$ cat src/rtl/xlat_pkg.sv
package xlat_pkg;
  localparam int VPN_W  = 20;
  localparam int PFN_W  = 20;
  localparam int OFS_W  = 12;
  localparam int PROT_W = 2;

  typedef struct packed {
    logic [VPN_W-1:0]  vpn;
    logic [PFN_W-1:0]  pfn;
    logic [PROT_W-1:0] prot;
    logic              dirty;
  } xlat_ent_t;
endpackage

$ cat src/rtl/xlat_prio.sv
// lowest-index-first priority encoder
module xlat_prio #(
  parameter  int N     = 8,
  localparam int IDX_W = $clog2(N)
) (
  input  logic [N-1:0]     req_i,
  output logic             any_o,
  output logic [IDX_W-1:0] idx_o
);
  assign any_o = |req_i;

  always_comb begin
    idx_o = '0;
    for (int i = N - 1; i >= 0; i--) begin
      if (req_i[i]) idx_o = IDX_W'(i);
    end
  end
endmodule

$ cat src/rtl/xlat_cam.sv
module xlat_cam #(
  parameter  int N     = 8,
  parameter  int KEY_W = 20,
  localparam int IDX_W = $clog2(N)
) (
  input  logic [N-1:0]            valid_i,
  input  logic [N-1:0][KEY_W-1:0] keys_i,
  input  logic [KEY_W-1:0]        key_i,
  output logic [N-1:0]            match_o,
  output logic                    any_o,
  output logic [IDX_W-1:0]        idx_o
);
  for (genvar g = 0; g < N; g++) begin : g_cmp
    assign match_o[g] = valid_i[g] && (keys_i[g] == key_i);
  end

  xlat_prio #(.N(N)) u_enc (
    .req_i (match_o),
    .any_o (any_o),
    .idx_o (idx_o)
  );
endmodule

$ cat src/rtl/xlat_victim.sv
module xlat_victim #(
  parameter  int N       = 8,
  parameter  bit USE_LRU = 1'b1,
  parameter  int AGE_W   = 16,
  localparam int IDX_W   = $clog2(N)
) (
  input  logic             clk_i,
  input  logic             rst_ni,
  input  logic [N-1:0]     free_i,
  input  logic [N-1:0]     touch_i,
  output logic [IDX_W-1:0] victim_o
);
  logic             free_any;
  logic [IDX_W-1:0] free_idx;
  logic [IDX_W-1:0] pol_idx;

  xlat_prio #(.N(N)) u_free (
    .req_i (free_i),
    .any_o (free_any),
    .idx_o (free_idx)
  );

  if (USE_LRU) begin : g_lru
    logic [N-1:0][AGE_W-1:0] age_q;

    always_ff @(posedge clk_i or negedge rst_ni) begin
      if (!rst_ni) begin
        age_q <= '0;
      end else if (|touch_i) begin
        for (int i = 0; i < N; i++) begin
          if (touch_i[i])         age_q[i] <= '0;
          else if (~&age_q[i])    age_q[i] <= age_q[i] + 1'b1;
        end
      end
    end

    // oldest wins, strict compare keeps the lowest index on ties
    always_comb begin
      pol_idx = '0;
      for (int i = 1; i < N; i++) begin
        if (age_q[i] > age_q[pol_idx]) pol_idx = IDX_W'(i);
      end
    end
  end else begin : g_rnd
    logic [15:0] lfsr_q;
    logic        touch_unused;

    assign touch_unused = ^touch_i;

    always_ff @(posedge clk_i or negedge rst_ni) begin
      if (!rst_ni) lfsr_q <= 16'hACE1;
      else         lfsr_q <= {lfsr_q[14:0], lfsr_q[15] ^ lfsr_q[13] ^ lfsr_q[12] ^ lfsr_q[10]};
    end

    assign pol_idx = IDX_W'(lfsr_q % 16'(N));
  end

  assign victim_o = free_any ? free_idx : pol_idx;
endmodule

$ cat src/rtl/vpn_xlat_buf.sv
module vpn_xlat_buf
  import xlat_pkg::*;
#(
  parameter  int ENTRIES = 8,
  parameter  bit USE_LRU = 1'b1,
  parameter  int AGE_W   = 16,
  localparam int IDX_W   = $clog2(ENTRIES)
) (
  input  logic                    clk_i,
  input  logic                    rst_ni,
  input  logic                    lkp_en_i,
  input  logic                    lkp_we_i,
  input  logic [VPN_W-1:0]        lkp_vpn_i,
  input  logic [OFS_W-1:0]        lkp_ofs_i,
  output logic                    hit_o,
  output logic                    walk_req_o,
  output logic [PFN_W-1:0]        pfn_o,
  output logic [PROT_W-1:0]       prot_o,
  output logic                    dirty_o,
  output logic [PFN_W+OFS_W-1:0]  paddr_o,
  input  logic                    fill_en_i,
  input  logic [VPN_W-1:0]        fill_vpn_i,
  input  logic [PFN_W-1:0]        fill_pfn_i,
  input  logic [PROT_W-1:0]       fill_prot_i,
  input  logic                    fill_dirty_i,
  input  logic                    inv_en_i,
  input  logic [VPN_W-1:0]        inv_vpn_i,
  input  logic                    flush_i,
  output logic                    wb_en_o,
  output logic [VPN_W-1:0]        wb_vpn_o,
  output logic [PFN_W-1:0]        wb_pfn_o,
  output logic [PROT_W-1:0]       wb_prot_o
);
  xlat_ent_t [ENTRIES-1:0]            ent_q;
  logic [ENTRIES-1:0]                 valid_q, pend_q;
  logic [ENTRIES-1:0][VPN_W-1:0]      vpn_all;

  logic [ENTRIES-1:0] lkp_match, inv_match_unused, free, touch, vic_oh;
  logic               lkp_any, inv_any, drn_any;
  logic [IDX_W-1:0]   lkp_idx, inv_idx, victim, drn_idx;
  logic               hit, upd_act, inv_act, fill_act;
  logic               evict_wb, inv_wb, drn_take;

  for (genvar g = 0; g < ENTRIES; g++) begin : g_keys
    assign vpn_all[g] = ent_q[g].vpn;
  end

  xlat_cam #(.N(ENTRIES), .KEY_W(VPN_W)) u_cam_lkp (
    .valid_i (valid_q),
    .keys_i  (vpn_all),
    .key_i   (lkp_vpn_i),
    .match_o (lkp_match),
    .any_o   (lkp_any),
    .idx_o   (lkp_idx)
  );

  xlat_cam #(.N(ENTRIES), .KEY_W(VPN_W)) u_cam_inv (
    .valid_i (valid_q),
    .keys_i  (vpn_all),
    .key_i   (inv_vpn_i),
    .match_o (inv_match_unused),
    .any_o   (inv_any),
    .idx_o   (inv_idx)
  );

  // lookup result: flush masks every hit
  assign hit        = lkp_en_i && !flush_i && lkp_any;
  assign hit_o      = hit;
  assign walk_req_o = lkp_en_i && !hit;
  assign pfn_o      = hit ? ent_q[lkp_idx].pfn   : '0;
  assign prot_o     = hit ? ent_q[lkp_idx].prot  : '0;
  assign dirty_o    = hit ? ent_q[lkp_idx].dirty : 1'b0;
  assign paddr_o    = hit ? {ent_q[lkp_idx].pfn, lkp_ofs_i} : '0;

  // priority: flush > invalidate > fill
  assign inv_act  = inv_en_i && !flush_i && inv_any;
  assign fill_act = fill_en_i && !flush_i && !inv_en_i;
  assign upd_act  = hit && !inv_en_i;

  assign free   = ~valid_q & ~pend_q;
  assign vic_oh = ENTRIES'(1) << victim;
  assign touch  = (upd_act ? lkp_match : '0) | (fill_act ? vic_oh : '0);

  xlat_victim #(.N(ENTRIES), .USE_LRU(USE_LRU), .AGE_W(AGE_W)) u_vic (
    .clk_i    (clk_i),
    .rst_ni   (rst_ni),
    .free_i   (free),
    .touch_i  (touch),
    .victim_o (victim)
  );

  // flushed dirty entries wait in pend_q and drain one per cycle
  xlat_prio #(.N(ENTRIES)) u_drain (
    .req_i (pend_q),
    .any_o (drn_any),
    .idx_o (drn_idx)
  );

  assign evict_wb = fill_act && ((valid_q[victim] && ent_q[victim].dirty) || pend_q[victim]);
  assign inv_wb   = inv_act && ent_q[inv_idx].dirty;
  assign drn_take = drn_any && !evict_wb && !inv_wb;

  always_ff @(posedge clk_i or negedge rst_ni) begin
    if (!rst_ni) begin
      ent_q   <= '0;
      valid_q <= '0;
      pend_q  <= '0;
    end else begin
      for (int i = 0; i < ENTRIES; i++) begin
        if (flush_i) begin
          valid_q[i] <= 1'b0;
          pend_q[i]  <= (pend_q[i] && !(drn_take && drn_idx == IDX_W'(i)))
                        || (valid_q[i] && ent_q[i].dirty);
        end else begin
          if (drn_take && drn_idx == IDX_W'(i)) pend_q[i] <= 1'b0;
          if (inv_act && inv_idx == IDX_W'(i)) valid_q[i] <= 1'b0;
          if (upd_act && lkp_we_i && lkp_idx == IDX_W'(i)) ent_q[i].dirty <= 1'b1;
          if (fill_act && victim == IDX_W'(i)) begin
            valid_q[i] <= 1'b1;
            pend_q[i]  <= 1'b0;
            ent_q[i]   <= '{vpn: fill_vpn_i, pfn: fill_pfn_i, prot: fill_prot_i, dirty: fill_dirty_i};
          end
        end
      end
    end
  end

  always_ff @(posedge clk_i or negedge rst_ni) begin
    if (!rst_ni) begin
      wb_en_o   <= 1'b0;
      wb_vpn_o  <= '0;
      wb_pfn_o  <= '0;
      wb_prot_o <= '0;
    end else begin
      wb_en_o <= evict_wb || inv_wb || drn_take;
      if (evict_wb) begin
        wb_vpn_o  <= ent_q[victim].vpn;
        wb_pfn_o  <= ent_q[victim].pfn;
        wb_prot_o <= ent_q[victim].prot;
      end else if (inv_wb) begin
        wb_vpn_o  <= ent_q[inv_idx].vpn;
        wb_pfn_o  <= ent_q[inv_idx].pfn;
        wb_prot_o <= ent_q[inv_idx].prot;
      end else if (drn_take) begin
        wb_vpn_o  <= ent_q[drn_idx].vpn;
        wb_pfn_o  <= ent_q[drn_idx].pfn;
        wb_prot_o <= ent_q[drn_idx].prot;
      end
    end
  end
endmodule

$ cat config.mk
export PLATFORM = sky130hd
export DESIGN_NAME = vpn_xlat_buf
export DESIGN_NICKNAME = d
export VERILOG_FILES = /design/src/rtl/xlat_pkg.sv /design/src/rtl/xlat_prio.sv /design/src/rtl/xlat_cam.sv /design/src/rtl/xlat_victim.sv /design/src/rtl/vpn_xlat_buf.sv
export SDC_FILE = /design/constraint.sdc
export NUM_CORES = 2
export LEC_CHECK = 0
export BUFFER_PORTS_ARGS = -buffer_cell sky130_fd_sc_hd__buf_2
export CAP_MARGIN = 20
export CORE_MARGIN = 10
export CORE_UTILIZATION = 35
export CTS_CLUSTER_SIZE = 28
export DETAILED_ROUTE_END_ITERATION = 16
export GPL_TIMING_DRIVEN = 0
export SLEW_MARGIN = 15
export SYNTH_ARGS = -nofsm -noshare
export SYNTH_HDL_FRONTEND = slang
export SYNTH_SLANG_ARGS = --single-unit
$ cat constraint.sdc
create_clock -name clk_i -period 22.9 [get_ports clk_i]
set_clock_uncertainty 0.1 [all_clocks]
set_input_delay 3.435 -clock clk_i [delete_from_list [all_inputs] [get_ports clk_i]]
set_output_delay 3.435 -clock clk_i [all_outputs]
set_load 0.05 [all_outputs]
======== Yosys cells after proc, flatten, opt, wreduce, memory -nomap -nowiden ========
Cells that the tools add are included.
storage, ports and cells
  bits of input ports ..................... 102
  register bits after elaboration ......... 531
  word-level logic and storage cells ...... 470
  output and inout port bits .............. 100
operators by class
  shifts and indexed selects .............. 1
  $add $sub $neg .......................... 8
  reductions and logical operators ........ 168
  bitwise gates (word level) .............. 5
  mux-type cells .......................... 159
  eq/ne operators ......................... 52
  $lt $le $gt $ge ......................... 17
operator list
  cell                                                        number
  binary-select mux 43 bit (select 3 bit)                     4
  2-to-1 mux 16 bit                                           22
  equality test 20 bit                                        16
  binary-select mux 16 bit (select 3 bit)                     6
  2-to-1 mux 20 bit                                           7
  2-to-1 mux 43 bit                                           3
  adder 16 x 1 -> 16 bit, second input constant               8
  AND reduction 16 bit                                        8
  > comparator 16 bit                                         7
  2-to-1 mux 3 bit                                            37
  logical AND 1 bit                                           78
  2-to-1 mux 1 bit                                            68
  nonzero test 3 bit                                          17
  equality test 3 bit, second input constant                  16
  AND reduction 2 bit                                         24
  OR reduction 8 bit                                          5
  2-to-1 mux 32 bit                                           1
  less-than comparator 3 x 4 -> 1 bit, second input constant  7
  equality test 3 x 2 -> 1 bit, second input constant         8
  2-to-1 mux 23 bit                                           1
  2-to-1 mux 8 bit                                            2
  != test 2 bit, second input constant                        8
  NOT 8 bit                                                   2
  nonzero test 2 bit                                          8
  12 further kinds                                            47

======== Logic depth before layout (Yosys ltp) ========
  depth in word-level cells ............... 40
  gate-level depth with buffers ........... 89
  mapped depth without buffers ............ 76

======== Modules after synthesis ========
Synthesis repeated with hierarchy kept, for this count alone.
unflattened totals
  cells, all modules ...................... 3521
  area total of the unflattened synthesis .. 40121.0 um^2
by module, submodules not included
  module        sequential area each (um^2)  cells each  area each (um^2)  instances
  vpn_xlat_buf  10084.7                      1674        24923.9           1
  xlat_victim   3203.1                       1323        10877.9           1
  xlat_cam      0.0                          236         1996.9            2
  xlat_prio     0.0                          13          81.3              4

======== Least setup slack after synthesis ========
Ideal clock, no wire load.
  kind .................................... register -> register
  start ................................... register u_vic.g_lru.age_q[13] (netlist name)
  end ..................................... register u_vic.g_lru.age_q[17] (netlist name)
  cell stages (with the launch flop) ...... 81
  clock period less this slack ............ 16.146 ns
  library setup time ...................... 0.125 ns
  required time ........................... 22.675 ns
  buffers on the path ..................... 16
  arrival time ............................ 15.922 ns
  slack ................................... 6.754 ns
  cells stage by stage .................... dfrtp_1 -> inv_1 -> ha_1 -> nand4_1 -> nor4_1 -> a21boi_1 -> o31a_2 -> clkbuf_1 -> clkbuf_1 -> nor2_1 -> a21oi_1 -> ha_1 -> a21oi_1 -> nand2_1 -> a221oi_1 -> o221ai_2 -> nand2_1 -> clkbuf_1 -> [45 not listed] -> nand2_1 -> a2111oi_0 -> a21oi_1 -> ha_1 -> a211o_1 -> a21oi_1 -> a31oi_1 -> o31ai_4 -> nand3_2 -> o21a_1 -> buf_6 -> nor2_4 -> a31o_2 -> buf_2 -> o21a_1 -> buf_4 -> buf_4 -> mux2_2
on the way
  word-level cells in the longest chain between the ends .. 32
  elaborated cells on any way between the ends .. 34
  classes of those cells .................. 7 x order compare; 1 x eq/ne; 1 x shift; 22 x mux; 1 x bitwise; 2 x reduce/logical
RTL lines
  what                                                        RTL line            RTL
  from (decl)                                                 xlat_victim.sv:24   logic [N-1:0][AGE_W-1:0] age_q;
  from (signal assigned)                                      xlat_victim.sv:28   age_q <= '0;
  from (signal, indexed assignment)                           xlat_victim.sv:31   if (touch_i[i]) age_q[i] <= '0;
  > comparator 16 bit                                         xlat_victim.sv:41   if (age_q[i] > age_q[pol_idx]) pol_idx = IDX_W'(i);
  2-to-1 mux 1 bit                                            xlat_victim.sv:41
  binary-select mux 16 bit (select 3 bit)                     xlat_victim.sv:41
  2-to-1 mux 16 bit (not written as such)                     xlat_victim.sv:41
  > comparator 16 bit                                         xlat_victim.sv:41
  2-to-1 mux 2 bit                                            xlat_victim.sv:41
  binary-select mux 16 bit (select 3 bit)                     xlat_victim.sv:41
  2-to-1 mux 16 bit (not written as such)                     xlat_victim.sv:41
  [16 not listed]                                             --
  > comparator 16 bit                                         xlat_victim.sv:41
  2-to-1 mux 3 bit *                                          xlat_victim.sv:41
  2-to-1 mux 3 bit *                                          xlat_victim.sv:58   assign victim_o = free_any ? free_idx : pol_idx;
  left shift 1 x 3 -> 8 bit *                                 vpn_xlat_buf.sv:81  assign vic_oh = ENTRIES'(1) << victim;
  2-to-1 mux 8 bit *                                          vpn_xlat_buf.sv:82  assign touch = (upd_act ? lkp_match : '0) | (fill_act ? vic_oh : '0);
  bitwise OR 8 bit *                                          vpn_xlat_buf.sv:82
  OR reduction 8 bit / != test 2 bit (equally long branches)  --
  AND reduction 2 bit (no source line)                        --
Mark *: on every way between the ends. The rest lies on a longest branch, timed or not. The select of a mux whose other input is x is not followed.
A chain may end at the register's enable or synchronous reset.

======== Worst setup path in the final report ========
  start ................................... register u_vic.g_lru.age_q[11] (netlist name)
  end ..................................... register wb_vpn_o[2]
on the way
  word-level cells in the longest chain between the ends .. 36
  elaborated cells on any way between the ends .. 41
  classes of those cells .................. 7 x order compare; 27 x mux; 7 x reduce/logical
RTL lines
  what                                                                                                      RTL line                                 RTL
  > comparator 16 bit                                                                                       xlat_victim.sv:41
  2-to-1 mux 1 bit                                                                                          xlat_victim.sv:41
  binary-select mux 16 bit (select 3 bit)                                                                   xlat_victim.sv:41
  2-to-1 mux 16 bit (not written as such)                                                                   xlat_victim.sv:41
  > comparator 16 bit                                                                                       xlat_victim.sv:41
  2-to-1 mux 2 bit                                                                                          xlat_victim.sv:41
  binary-select mux 16 bit (select 3 bit)                                                                   xlat_victim.sv:41
  2-to-1 mux 16 bit (not written as such)                                                                   xlat_victim.sv:41
  [19 not listed]                                                                                           --
  binary-select mux 1 bit (select 3 bit) / binary-select mux 43 bit (select 3 bit) (equally long branches)  vpn_xlat_buf.sv:99, vpn_xlat_buf.sv:137
  2-to-1 mux 1 bit (not written as such) / 2-to-1 mux 43 bit (equally long branches)                        --
  logical AND 1 bit                                                                                         vpn_xlat_buf.sv:99                       assign evict_wb = fill_act && ((valid_q[victim] && ent_q[victim].dirty) || pend_q[victim]);
  logical OR 1 bit                                                                                          vpn_xlat_buf.sv:99
  logical AND 1 bit                                                                                         vpn_xlat_buf.sv:99
  zero test 1 bit                                                                                           vpn_xlat_buf.sv:101                      assign drn_take = drn_any && !evict_wb && !inv_wb;
  logical AND 1 bit (2 in series)                                                                           vpn_xlat_buf.sv:101
  nonzero test 3 bit (no source line)                                                                       --
  to (signal assigned)                                                                                      vpn_xlat_buf.sv:137                      wb_vpn_o <= ent_q[victim].vpn;
  to (signal assigned)                                                                                      vpn_xlat_buf.sv:141                      wb_vpn_o <= ent_q[inv_idx].vpn;
  to (signal assigned)                                                                                      vpn_xlat_buf.sv:145                      wb_vpn_o <= ent_q[drn_idx].vpn;
  to (decl)                                                                                                 vpn_xlat_buf.sv:30                       output logic [VPN_W-1:0] wb_vpn_o,
Marked as above.

==> impl_metrics.csv <==
group,metric,value,unit
outcome,status,"finished clean",
yosys,ys_types,101,
cts,clk_path_buf_depth,3,
cts,clkTransAtPathRegs,0.06,ns
die,ios,202,
cells_and_area,layout-drive-gt1-share,0.190,
cts,cts_sinks,531,
yosys,synthSimpleGateAreaFrac,0.160,
sta,max_slew_margin,0.143,
sta,worst_pin_slew,1.27,ns
yosys,synth_area_leaders,"dfrtp_1 (32%), mux2_2 (8.0%), mux2i_1 (6.3%)",
drt,drt_pass1_iterations,8,
worst_setup_path,r2r_slack,0.81,ns
die,die_area,0.135,mm^2
yosys,synth_top_cells_by_count,"dfrtp_1 (531), nand2_1 (428), nor2_1 (303)",
yosys,ys_seq_area_frac,0.316,
drt,antenna_left,0,
worst_hold_path,min_from,"u_vic.g_lru.age_q[15]$_DFFE_PN0P_",
drt,wl,215000,um
power_and_ir_drop,ir_worst_vdd,0.0735,mV
flow_run,maxCapViolCount,0,
yosys,synth_edf_count,0,
cts,clock_latency,0.72,ns
die,rows,127,
yosys,syn_avg_cell_area,9.11,um^2
drt,post_drt_wl_per_cell,32.9,um
cts,tritoncts,"yes",
drt,drtIter0Drc,6476,
place,dp_slack,-0.541,ns
yosys,syn-num-nets,4844,
place,hpwl,160000,um
die,coreArea,0.120,mm^2
drt,dr_total_vias,42600,
yosys,ys.flop_type,"dfrtp_1",
worst_setup_path,cp_data_required_time,23.36,ns
sta,fmax,45.3,MHz
drt,via_per_inst,6.50,
yosys,ys_warn_count,0,
cells_and_area,syn_to_final_growth,13.5,%
worst_setup_path,r2r_cells,78,
power_and_ir_drop,cellPowerDensity,85.5,mW/mm^2
worst_setup_path,setup.worst_path.class,"flip-flop to flip-flop",
cells_and_area,fin_cells,6542,
cts,cts_buffers,66,
sta,slew_violations,0,
drt,drcViolationCount,0,
yosys,postSynthCellCount,4622,
cells_and_area,nNetsFinal,5094,
global_routing,grt_max_degree,99,
worst_hold_path,min_to,"u_vic.g_lru.age_q[15]$_DFFE_PN0P_",
sta,finalSetupTns,0,ns
sta,post-route-period-util,0.965,
yosys,yosysMostFrequentCell,"dfrtp_1",
yosys,async_flop_share,1.00,
worst_hold_path,hp-class,"flip-flop to flip-flop",
sta,setup_ws,0.812,ns
worst_setup_path,reg2reg_from,"u_vic.g_lru.age_q[11]$_DFFE_PN0P_",
global_routing,grt_pass1_wl,302000,um
yosys,synth-seq-cells,531,
power_and_ir_drop,leakagePower,20.3,nW
cells_and_area,fin_util,0.399,
global_routing,antenna_found_initial,15,
worst_setup_path,arrival,22.55,ns
sta,setup_violations,0,
worst_setup_path,crit_top_cell,"nand2_1",
die,die_w,367,um
cts,holdBufCountCts,0,
sta,rsz0062_at_grt,"false",
place,gp_congestion,1.06,
yosys,synth_top_cell_by_area,"dfrtp_1",
place,port_buffers,160,
worst_hold_path,hold_depth,2,
yosys,synth_top_family_by_area,"multiplexers",
worst_setup_path,cp-end-kind,"flip-flop",
place,dp.cells,6404,
yosys,synth-adder-area-share,0.0357,
global_routing,grt_overflow,0,
worst_setup_path,path_max_fanout,10,
worst_setup_path,r2r-end,"wb_vpn_o[2]$_DFFE_PN0P_",
yosys,synthMuxAreaShare,0.192,
yosys,synthesis.area,0.0421,mm^2
global_routing,grt_usage,0.305,
yosys,synth_compound_area_frac,0.163,
yosys,synthXorXnorAreaFrac,0.0820,
sta,period_needed,22.09,ns
cts,clockRootBuffer,"clkbuf_16",
yosys,synth_top_cell_area_share,0.316,
worst_setup_path,crit_path_start_kind,"flip-flop",
sta,fin_hold_ws,0.448,ns
die,fp.dieH,367,um
worst_setup_path,slowest_stage,"a2111oi_0",
sta,hold_viol,0,
global_routing,grt_pass1_vias,40500,
cts,htreeDepth,3,
worst_setup_path,slowest_delay,0.57,ns
die,start_util,0.352,
## worst max path at each step
stage	slack [ns]	start	to	depth (start not counted)
finish	0.81	u_vic.g_lru.age_q[11]$_DFFE_PN0P_	wb_vpn_o[2]$_DFFE_PN0P_	78
global route	0.01	u_vic.g_lru.age_q[6]$_DFFE_PN0P_	wb_pfn_o[12]$_DFFE_PN0P_	79
CTS	0.05	u_vic.g_lru.age_q[11]$_DFFE_PN0P_	ent_q[76]$_DFFE_PN0P_	76
detailed placement	-0.54	u_vic.g_lru.age_q[11]$_DFFE_PN0P_	wb_vpn_o[2]$_DFFE_PN0P_	76
global placement	-0.45	u_vic.g_lru.age_q[11]$_DFFE_PN0P_	wb_vpn_o[1]$_DFFE_PN0P_	77
floorplan	6.75	u_vic.g_lru.age_q[13]$_DFFE_PN0P_	u_vic.g_lru.age_q[17]$_DFFE_PN0P_	80
## power breakdown
part / internal (mW) / total [mW] / switching (mW) / leakage [nW]
sequential: 1.08 / 1.43 / 0.349 / 6.88
clock: 0.674 / 1.16 / 0.487 / 1.15
combinational: 0.577 / 1.49 / 0.918 / 12.3
total: 2.33 / 4.09 / 1.75 / 20.3
## critical path: cells and delay by family (launching register included)
kind	cells	cell delay [ns]
compound gates	38	10.23
fa+ha+maj	7	2.27
buf+inv	13	4.58
flops	1	0.52
mux	1	0.17
simple gates	19	4.01
## metal layers
metal  global-route usage  routed length (um)  up-vias
met5                    0                  72        -
met4                0.156               13600       10
met3                0.101               27700      809
met2                0.451               90300     3204
met1                0.394               83700    21000
li1                     -                   -    17600
## placed cells by master (no fill, tap or decap), types with 16 or more instances in the layout
cell type,synthesis,routed
nand3_1,193,193
ha_1,120,120
nand2b_1,34,34
a21o_1,42,42
a221oi_1,36,36
mux4_2,90,90
o211ai_1,37,37
a22oi_1,24,23
clkbuf_1,177,173
o21ai_0,219,219
nand2_1,428,427
o2111ai_1,60,60
clkbuf_2,0,19
a211oi_1,47,47
xnor2_1,238,238
nor2_1,303,303
clkbuf_16,0,67
nand4_1,133,133
and3_1,58,58
o22ai_1,83,83
a31oi_1,96,96
or3_1,16,16
buf_1,34,28
mux2_2,299,299
xor2_1,156,156
dfrtp_1,531,531
a21oi_1,221,218
inv_1,124,124
nor3_1,34,33
buf_4,38,44
and2_1,45,44
nor4_1,65,65
buf_2,113,273
a211o_1,18,18
mux2i_1,266,265
## registers in the layout, summed over array words and instances (netlist names)
register / flops
ent_q: 344
wb_vpn_o: 20
wb_pfn_o: 20
wb_prot_o: 2
wb_en_o: 1
valid_q: 8
u_vic.g_lru.age_q: 128
pend_q: 8
## metrics by stage
stage	total power [mW]	area (um^2)
final	4.09	47800
after global routing	4.23	47800
after CTS	4.02	47600
after global placement	2.84	44900
after floorplan	2.28	42100
after detailed placement	2.86	45200
## layout make-up
class	instances	area (um^2)
fill	12000	71900
multi-input combinational	3596	26700
sequential	531	13300
tap	1612	2020
clock buffer	93	1910
buffer	369	1760
timing repair buffer	183	1170
inverter	125	469
clock inverter	27	458
antenna	6	15.0
## cells by family (layout without fill, tap and decap cells)
logic type,after synthesis,after routing
AOI/OAI and AO/OA,1035,1035
xor gates and xnor gates,394,394
adders and majority gates,120,120
buffers and inverters,495,797
DFF,531,531
muxes,656,656
other,0,6
and+or+nand+nor,1391,1391
## timing repair
action	in CTS	in global routing
pin swaps	0	4
endpoints found under the setup margin	128	531
gates resized for setup	5	49
buffers inserted	0	7
endpoints found under the hold margin	0	0
Power figures use the tool's default switching activity.
